<file path="src/rtl/enc_tmr_pkg.sv">
package enc_tmr_pkg;
  typedef enum logic [1:0] {
    ADDR_RELOAD   = 2'd0,
    ADDR_PRESCALE = 2'd1,
    ADDR_SPAN     = 2'd2,
    ADDR_FAULTCLR = 2'd3
  } reg_addr_e;

  localparam int DEF_LOOP_W = 16;
  localparam int DEF_MEAS_W = 32;
  localparam int DEF_SPAN_W = 8;
endpackage

</file>
<file path="src/rtl/enc_loop_pacer.sv">
module enc_loop_pacer #(
  parameter int W = 16
) (
  input  logic         clk,
  input  logic         rst_n,
  input  logic         reload_we,
  input  logic         scale_we,
  input  logic [W-1:0] wdata,
  output logic [W-1:0] count_o,
  output logic         timeout_o
);
  logic [W-1:0] reload_q, scale_q, pre_q, cnt_q;
  logic         tick, running;

  assign running = (reload_q != '0);
  assign tick    = (pre_q == scale_q);

  always_ff @(posedge clk) begin
    if (!rst_n) begin
      reload_q  <= '0;
      scale_q   <= '0;
      pre_q     <= '0;
      cnt_q     <= '0;
      timeout_o <= 1'b0;
    end else begin
      timeout_o <= 1'b0;
      if (reload_we) begin
        reload_q <= wdata;
        cnt_q    <= wdata;
        pre_q    <= '0;
      end else if (scale_we) begin
        scale_q  <= wdata;
        pre_q    <= '0;
      end else if (running) begin
        if (tick) begin
          pre_q <= '0;
          if (cnt_q == '0) begin
            cnt_q     <= reload_q;
            timeout_o <= 1'b1;
          end else begin
            cnt_q <= cnt_q - 1'b1;
          end
        end else begin
          pre_q <= pre_q + 1'b1;
        end
      end
    end
  end

  assign count_o = cnt_q;

  a_r2_reload_on_timeout: assert property (@(posedge clk) disable iff (!rst_n)
    timeout_o |-> (cnt_q == reload_q));
  a_r4_stopped_quiet: assert property (@(posedge clk) disable iff (!rst_n)
    (reload_q == '0) |=> !timeout_o);
  a_r5_single_pulse: assert property (@(posedge clk) disable iff (!rst_n)
    timeout_o |=> !timeout_o);
endmodule

</file>
<file path="src/rtl/enc_seq_check.sv">
module enc_seq_check (
  input  logic clk,
  input  logic rst_n,
  input  logic enc_a,
  input  logic enc_b,
  input  logic clr,
  output logic edge_o,
  output logic fault_irq,
  output logic fault_flag
);
  logic [1:0] prev_q;
  logic       primed_q;
  logic [1:0] diff;
  logic       bad;

  assign diff   = prev_q ^ {enc_a, enc_b};
  assign edge_o = primed_q && (diff == 2'b01 || diff == 2'b10);
  assign bad    = primed_q && (diff == 2'b11);

  always_ff @(posedge clk) begin
    if (!rst_n) begin
      prev_q     <= 2'b00;
      primed_q   <= 1'b0;
      fault_irq  <= 1'b0;
      fault_flag <= 1'b0;
    end else begin
      prev_q    <= {enc_a, enc_b};
      primed_q  <= 1'b1;
      fault_irq <= bad;
      if (bad)      fault_flag <= 1'b1;
      else if (clr) fault_flag <= 1'b0;
    end
  end

  a_r10_irq_with_flag: assert property (@(posedge clk) disable iff (!rst_n)
    fault_irq |-> fault_flag);
  a_r11_flag_sticky: assert property (@(posedge clk) disable iff (!rst_n)
    (fault_flag && !clr) |=> fault_flag);
endmodule

</file>
<file path="src/rtl/enc_edge_timer.sv">
module enc_edge_timer #(
  parameter int MEAS_W = 32,
  parameter int SPAN_W = 8
) (
  input  logic              clk,
  input  logic              rst_n,
  input  logic              edge_i,
  input  logic              span_we,
  input  logic [SPAN_W-1:0] span_wd,
  output logic              meas_valid,
  input  logic              meas_ready,
  output logic [MEAS_W-1:0] meas_data
);
  localparam logic [MEAS_W-1:0] CEIL = {MEAS_W{1'b1}};

  logic [SPAN_W-1:0] span_q, ecnt_q;
  logic [MEAS_W-1:0] cyc_q, cyc_nx;
  logic              enabled, hit, restart, slot_free;

  assign enabled   = (span_q != '0);
  assign cyc_nx    = (cyc_q == CEIL) ? CEIL : cyc_q + 1'b1;
  assign hit       = enabled && !span_we && edge_i &&
                     ({1'b0, ecnt_q} + 1'b1 == {1'b0, span_q});
  assign restart   = span_we || !enabled || hit;
  assign slot_free = !meas_valid || meas_ready;

  always_ff @(posedge clk) begin
    if (!rst_n) begin
      span_q <= '0;
      ecnt_q <= '0;
      cyc_q  <= '0;
    end else begin
      if (span_we) span_q <= span_wd;
      if (restart) begin
        ecnt_q <= '0;
        cyc_q  <= '0;
      end else begin
        cyc_q <= cyc_nx;
        if (edge_i) ecnt_q <= ecnt_q + 1'b1;
      end
    end
  end

  always_ff @(posedge clk) begin
    if (!rst_n) begin
      meas_valid <= 1'b0;
      meas_data  <= '0;
    end else begin
      if (meas_valid && meas_ready) meas_valid <= 1'b0;
      if (hit && slot_free) begin
        meas_valid <= 1'b1;
        meas_data  <= cyc_nx;
      end
    end
  end

  a_r9_hold_stable: assert property (@(posedge clk) disable iff (!rst_n)
    (meas_valid && !meas_ready) |=> (meas_valid && $stable(meas_data)));
  a_r7_disabled_silent: assert property (@(posedge clk) disable iff (!rst_n)
    (!enabled && !meas_valid) |=> !meas_valid);
  a_r8_no_wrap: assert property (@(posedge clk) disable iff (!rst_n)
    (cyc_q == CEIL && !restart) |=> (cyc_q == CEIL));
endmodule

</file>
<file path="src/rtl/enc_timing_unit.sv">
module enc_timing_unit
  import enc_tmr_pkg::*;
#(
  parameter int LOOP_W = DEF_LOOP_W,
  parameter int MEAS_W = DEF_MEAS_W,
  parameter int SPAN_W = DEF_SPAN_W
) (
  input  logic              clk,
  input  logic              rst_n,
  input  logic              enc_a,
  input  logic              enc_b,
  input  logic              wr_en,
  input  logic [1:0]        wr_addr,
  input  logic [LOOP_W-1:0] wr_data,
  output logic              loop_irq,
  output logic [LOOP_W-1:0] loop_count,
  output logic              fault_irq,
  output logic              fault_flag,
  output logic              meas_valid,
  input  logic              meas_ready,
  output logic [MEAS_W-1:0] meas_data
);
  logic we_reload, we_scale, we_span, fault_clr, edge_seen;

  assign we_reload = wr_en && (reg_addr_e'(wr_addr) == ADDR_RELOAD);
  assign we_scale  = wr_en && (reg_addr_e'(wr_addr) == ADDR_PRESCALE);
  assign we_span   = wr_en && (reg_addr_e'(wr_addr) == ADDR_SPAN);
  assign fault_clr = wr_en && (reg_addr_e'(wr_addr) == ADDR_FAULTCLR) && wr_data[0];

  enc_loop_pacer #(.W(LOOP_W)) u_pacer (
    .clk       (clk),
    .rst_n     (rst_n),
    .reload_we (we_reload),
    .scale_we  (we_scale),
    .wdata     (wr_data),
    .count_o   (loop_count),
    .timeout_o (loop_irq)
  );

  enc_seq_check u_seq (
    .clk        (clk),
    .rst_n      (rst_n),
    .enc_a      (enc_a),
    .enc_b      (enc_b),
    .clr        (fault_clr),
    .edge_o     (edge_seen),
    .fault_irq  (fault_irq),
    .fault_flag (fault_flag)
  );

  enc_edge_timer #(.MEAS_W(MEAS_W), .SPAN_W(SPAN_W)) u_meas (
    .clk        (clk),
    .rst_n      (rst_n),
    .edge_i     (edge_seen),
    .span_we    (we_span),
    .span_wd    (wr_data[SPAN_W-1:0]),
    .meas_valid (meas_valid),
    .meas_ready (meas_ready),
    .meas_data  (meas_data)
  );
endmodule

</file>
<file path="config.mk">
export PLATFORM = sky130hd
export DESIGN_NAME = enc_timing_unit
export DESIGN_NICKNAME = d
export VERILOG_FILES = /design/src/rtl/enc_tmr_pkg.sv /design/src/rtl/enc_loop_pacer.sv /design/src/rtl/enc_seq_check.sv /design/src/rtl/enc_edge_timer.sv /design/src/rtl/enc_timing_unit.sv
export SDC_FILE = /design/constraint.sdc
export NUM_CORES = 1
export LEC_CHECK = 0
export ABC_AREA = 1
export BUFFER_PORTS_ARGS = -buffer_cell sky130_fd_sc_hd__buf_2
export CAP_MARGIN = 15
export CORE_AREA = 2 2 122 124
export DETAILED_ROUTE_END_ITERATION = 6
export DIE_AREA = 0 0 124 126
export GPL_ROUTABILITY_DRIVEN = 0
export GPL_TIMING_DRIVEN = 0
export PLACE_DENSITY_LB_ADDON = 0.1
export SETUP_SLACK_MARGIN = 0.02
export SLEW_MARGIN = 25
export SYNTH_ARGS = -nofsm -noshare
export SYNTH_HDL_FRONTEND = slang
export SYNTH_HIERARCHICAL = 1
export SYNTH_SLANG_ARGS = --single-unit
</file>
<file path="constraint.sdc">
create_clock -name clk -period 2.4 [get_ports clk]
set_input_delay 0.48 -clock clk [delete_from_list [all_inputs] [get_ports clk]]
set_output_delay 0.48 -clock clk [all_outputs]
set_load 0.05 [all_outputs]
</file>
### Word-level counts from Yosys, hierarchy flattened

Index checks and enable logic that the tools add are counted.

| operators by class | value |
|---|---|
| $add $sub $neg | 5 |
| equal/unequal tests | 10 |
| mux-type cells | 13 |
| bitwise operators | 5 |
| reduce and logical (&&, ||, !) cells | 32 |

Operators with widths:

| operator | number |
|---|---|
| $mux W16 | 6 |
| $add A32 B1 Y32 const B | 1 |
| $eq A32 B32 Y1 const B | 1 |
| $mux W32 | 1 |
| $add A16 B1 Y16 const B | 1 |
| $eq A16 B16 Y1 | 1 |
| $logic_not A16 Y1 | 1 |
| $reduce_bool A16 Y1 | 1 |
| $sub A16 B1 Y16 const B | 1 |
| $logic_and A1 B1 Y1 | 12 |
| $add A8 B1 Y9 const B | 1 |
| $eq A9 B8 Y1 | 1 |
| $add A8 B1 Y8 const B | 1 |
| $eq A2 B2 Y1 const B | 4 |
| $reduce_bool A2 Y1 | 4 |
| $reduce_bool A8 Y1 | 1 |
| $mux W1 | 6 |
| $reduce_or A5 Y1 | 1 |
| $eq A2 B1 Y1 const B | 2 |
| $logic_or A1 B1 Y1 | 4 |
| $not A1 Y1 | 4 |
| $logic_not A1 Y1 | 3 |
| $reduce_and A3 Y1 | 1 |
| $reduce_or A3 Y1 | 1 |
| 5 further kinds | 5 |

| storage, ports and cells | value |
|---|---|
| output and inout bits | 52 |
| register bits after elaboration | 151 |
| logic and storage cells | 79 |
| bits of input ports | 24 |

### Depth between registers and ports, before layout

| depth | value |
|---|---|
| word-level depth | 8 |
| gate-level depth with buffers | 17 |
| mapped depth without buffers | 16 |

### Modules after synthesis

Netlist, hierarchy kept.

Modules (own cells, without submodules):

| module | area an instance (µm²) | cells an instance | sequential area each (µm²) | instances |
|---|---|---|---|---|
| enc_edge_timer | 4471.8 | 709 | 1621.6 | 1 |
| enc_loop_pacer | 3693.5 | 594 | 1301.2 | 1 |
| enc_seq_check | 191.4 | 25 | 100.1 | 1 |
| enc_timing_unit | 33.8 | 9 | 0.0 | 1 |

### Worst setup path after synthesis

Ideal clock, no wire load.

| timing path | value |
|---|---|
| path type | input to register |
| start | input enc_b |
| end | register u_meas.ecnt_q[7] |
| stages on the path | 16 |
| data required time | 2.283 ns |
| slack | 0.326 ns |
| library setup time | 0.117 ns |
| arrival | 1.957 ns |
| buffers on the path | 2 |
| cells stage by stage | nor2_1 > nor2_1 > ha_1 > nand2_1 > inv_1 > o21ai_0 > nor2_1 > nand2_1 > nor2_1 > nand2_1 > nor2_2 > buf_6 > nand2_2 > nand3_4 > buf_6 > nor2_1 |

| on the way | value |
|---|---|
| longest elaborated chain between the ends | 8 |
| elaborated cells on any way between the ends | 9 |
| classes of those cells | eq/ne (2); bitwise (1); reduce/logical (6) |

RTL lines:

| item | RTL line | text |
|---|---|---|
| start: declaration | enc_timing_unit.sv:11 | `input logic enc_b,` |
| $xor A2 B2 Y2 (*) | enc_seq_check.sv:16 | `assign diff = prev_q ^ {enc_a, enc_b};` |
| $eq A2 B1 Y1 or $eq A2 B2 Y1 (tied branches) | enc_seq_check.sv:17 | `assign edge_o = primed_q && (diff == 2'b01 \|\| diff == 2'b10);` |
| $logic_or A1 B1 Y1 (*) | enc_seq_check.sv:17 |  |
| $logic_and A1 B1 Y1 (*) | enc_seq_check.sv:17 |  |
| named net edge_seen | enc_timing_unit.sv:23 | `logic we_reload, we_scale, we_span, fault_clr, edge_seen;` |
| $logic_and A1 B1 Y1 (2 in series) | enc_edge_timer.sv:22 | `assign hit = enabled && !span_we && edge_i &&` |
| $logic_or A1 B1 Y1 | enc_edge_timer.sv:24 | `assign restart = span_we \|\| !enabled \|\| hit;` |
| $reduce_or A2 Y1 (no source line) | n/a |  |
| end signal: assignment | enc_edge_timer.sv:39 | `if (edge_i) ecnt_q <= ecnt_q + 1'b1;` |
| end: declaration | enc_edge_timer.sv:16 | `logic [SPAN_W-1:0] span_q, ecnt_q;` |

The timed path passes the listed nets; every way through them passes the cells marked *.
A chain may end at the register's enable or synchronous reset.

### Worst setup path in the final report

| timing path | value |
|---|---|
| start | register u_meas.ecnt_q[0] |
| end | register u_meas.cyc_q[9] |

| on the way | value |
|---|---|
| longest elaborated chain between the ends | 5 |

RTL lines:

| item | RTL line | text |
|---|---|---|
| $add A8 B1 Y9 | enc_edge_timer.sv:23 | `({1'b0, ecnt_q} + 1'b1 == {1'b0, span_q});` |
| $eq A9 B8 Y1 | enc_edge_timer.sv:23 |  |
| $logic_and A1 B1 Y1 | enc_edge_timer.sv:22 |  |
| $logic_or A1 B1 Y1 | enc_edge_timer.sv:24 |  |
| $reduce_or A2 Y1 (no source line) | n/a |  |
| end signal: assignment | enc_edge_timer.sv:38 | `cyc_q <= cyc_nx;` |
| end: declaration | enc_edge_timer.sv:17 | `logic [MEAS_W-1:0] cyc_q, cyc_nx;` |

Every way passes these cells.

==> results.json <==
{
  "outcome": "complete, no violations",
  "final_nets": 1462,
  "wl_per_cell_um": 13.86,
  "syn_nets": 1367,
  "grt-ovfl-total": 0,
  "cts_buffers": 17,
  "dp_hpwl_mm": 16.67,
  "grtUsageTotal": 0.3000,
  "worstMarginPinSlew_ns": 0.6034,
  "final_util": 0.6774,
  "die_w_um": 124,
  "nFillCells": 1317,
  "routed_wl_mm": 22.58,
  "cp.depth": 13,
  "hold_buffers": 0,
  "path_cells": "ha_2 -> nand2_1 -> nand3_1 -> nor2_1 -> nand2_1 -> nor2_1 -> nand2_1 -> nor2_4 -> buf_6 -> nand2_2 -> nand3_4 -> buf_6 -> nor2_1",
  "ys_ff_latch": 151,
  "cp_max_fo": 10,
  "fp.dieH_um": 126,
  "power.switching_mw": 3.004,
  "numPortBuffers": 75,
  "fin_crit_ns": 2.203,
  "place_ws_ns": -0.07280,
  "cp_slowest_cell": "dfxtp_1",
  "area_growth_pct": 15.57,
  "required_ns": 2.71,
  "ctsRootBufferMaster": "clkbuf_16",
  "drt_iter0_markers": 707,
  "slowest_delay_ns": 0.48,
  "drv_slew": 0,
  "hold_slack_ns": 0.2626,
  "cp_top_family": "simple AND/OR/NAND/NOR gates",
  "path_clk_slew_ns": 0.06,
  "cts.path.max_buffers": 2,
  "grt_max_degree": 17,
  "vias": 8528,
  "leakagePower_nw": 4.429,
  "min_period_over_period": 0.9177,
  "viasPerCell": 5.235,
  "skew_ns": 0.007684,
  "clock_latency_ns": 0.42,
  "relSlewSlack": 0.5977,
  "diodes": 0,
  "cts.sinks": 151,
  "drv_cap": 0,
  "syn_inst": 1337,
  "path_class": "register to register",
  "first_pass_iters": 5,
  "final-setup-viol-count": 0,
  "fin_cells": 1629,
  "swShare": 0.3590,
  "htree_levels": 4,
  "rr_worst_depth": 13,
  "synth_area_per_cell_um2": 6.276,
  "seqPwrFrac": 0.332,
  "crit_arrival_ns": 2.52,
  "grt_antenna_before_repair": 0,
  "grt_pass1_wl_mm": 37.14,
  "clockPowerShare": 0.359,
  "fin_ws_ns": 0.1975,
  "core_area_mm2": 0.01431,
  "rsz0062_at_grt": "true",
  "cp_num_buf_inv": 2,
  "drcViolationCount": 0,
  "max_freq_mhz": 454.0,
  "hold_depth": 3,
  "design_area_mm2": 0.009697,
  "layout-drive-gt1-share": 0.1246,
  "die_area_mm2": 0.01562,
  "ys_types": 38,
  "cts_tree": "yes",
  "comb_power_share": 0.310,
  "grt_pass1_vias": 7785,
  "crit_path_start_kind": "register",
  "synthesis.area_mm2": 0.008391,
  "yosys_warnings": 6,
  "power_density_mw_per_mm2": 862.9,
  "cp-end-kind": "register",
  "start_util": 0.5862,
  "finalHoldViolCount": 0,
  "ys_seq_area_frac": 0.3603,
  "peakVddDrop_v": 0.0007592,
  "hp-class": "input port to register",
  "io_pins": 76,
  "row_count": 44,
  "dp_cells": 1596,
  "p_int_mw": 5.364,
  "placed_area_mm2": 0.008996,
  "postRouteAntennaNets": 0
}
through the flow:
step / total power [mW] / setup TNS, ns
floorplan: 4.722 / 0
global placement: 5.285 / -0.1892
detailed placement: 5.315 / -2.991
CTS: 8.328 / 0
global route: 8.812 / 0
finish: 8.367 / 0
per-layer routing:
layer	up-vias	part of all wire	GRT usage
li1	4361	-	-
met1	3800	0.43	0.3690
met2	307	0.49	0.5171
met3	60	0.054	0.05163
met4	0	0.032	0.1183
met5	-	0	0
synth_stat cells, drive strengths merged:
| master | instances | area [um2] |
|---|---|---|
| inv | 167 | 626.9 |
| a31oi | 1 | 6.260 |
| nor3 | 13 | 65.06 |
| and2 | 3 | 18.77 |
| nand3b | 11 | 82.58 |
| dfxtp | 151 | 3023 |
| nand2 | 408 | 1569 |
| xnor2 | 10 | 87.58 |
| a21oi | 58 | 301.5 |
| buf | 29 | 242.7 |
| nor4 | 1 | 6.260 |
| nor3b | 4 | 30.03 |
| nand4 | 49 | 306.5 |
| nand3 | 71 | 392.9 |
| a211oi | 1 | 7.510 |
| clkbuf | 15 | 56.30 |
| o21ai | 43 | 219.0 |
| clkinv | 2 | 8.750 |
| nor2 | 268 | 1049 |
| or2 | 4 | 25.02 |
| ha | 6 | 75.07 |
| xor2 | 21 | 183.9 |
| and3 | 1 | 7.510 |
power by group through the flow:
stage                     Sequential [mW]  Clock [mW]  Combinational, mW
final                                2.77        3.00               2.59
after global routing                 2.80        3.14               2.88
after CTS                            2.77        3.03               2.53
after detailed placement             2.82           0               2.49
after global placement               2.82           0               2.46
after floorplan                      3.05           0               1.67
sequential cells by signal (all words and copies together), names as in the netlist:
register / flops
u_seq/prev_q: 2
u_seq/primed_q: 1
u_meas/span_q: 8
u_pacer/count_o: 16
u_meas/cyc_q: 32
u_pacer/pre_q: 16
u_meas/ecnt_q: 8
u_pacer/timeout_o: 1
u_meas/meas_data: 32
u_seq/fault_flag: 1
u_seq/fault_irq: 1
u_pacer/reload_q: 16
u_meas/meas_valid: 1
u_pacer/scale_q: 16
area by class of cell:
class	instances	area, um2	area share
multi-input cells	973	4453	0.4592
flip-flops and latches	151	3023	0.3117
inverters	169	635.6	0.06555
clock buffers	21	470.5	0.04852
repair buffers	76	382.9	0.03948
plain buffers	44	306.5	0.03161
well taps	184	230.2	0.02374
clock inverters	11	195.2	0.02013
worst min-delay path, cell delays in order:
cell and delay, ns:
buf_2 0.10, nand2_1 0.05, inv_1 0.04
placed cells by master, fill, tap and decap left out, types with 17 or more instances in the layout:
cell	n
a21oi_1	55
buf_2	83
clkbuf_16	17
dfxtp_1	151
inv_1	162
nand2_1	395
nand3_1	65
nand4_1	49
nor2_1	256
o21ai_0	42
xor2_1	21
cell families (layout without fill, tap and decap cells):
group | Yosys count | count (layout) | share of synthesized area
adder cells (fa/ha/maj) | 6 | 6 | 0.008947
buffers and inverters | 213 | 321 | 0.1114
AND/OR/NAND/NOR | 833 | 833 | 0.4234
XOR/XNOR | 31 | 31 | 0.03236
flip-flops | 151 | 151 | 0.3603
AO/OA/AOI/OAI | 103 | 103 | 0.06368
path summary, 6_finish.rpt:
kind	startpoint	end	slack, ns
setup reg to reg	u_meas/ecnt_q[0]$_SDFFE_PP0P_	u_meas/cyc_q[9]$_SDFF_PP0_	0.20
setup / recovery	u_meas/ecnt_q[0]$_SDFFE_PP0P_	u_meas/cyc_q[9]$_SDFF_PP0_	0.20
hold / removal	enc_b	u_seq/prev_q[0]$_SDFF_PN0_	0.26
hold reg to reg	u_seq/primed_q$_DFF_P_	u_seq/fault_irq$_SDFF_PN0_	0.46
timing repair:
item,CTS,global route
buffers inserted,0,1
endpoints found under the setup margin,0,67
resized for setup,0,7
No activity file was read; power rests on OpenSTA's default activity.
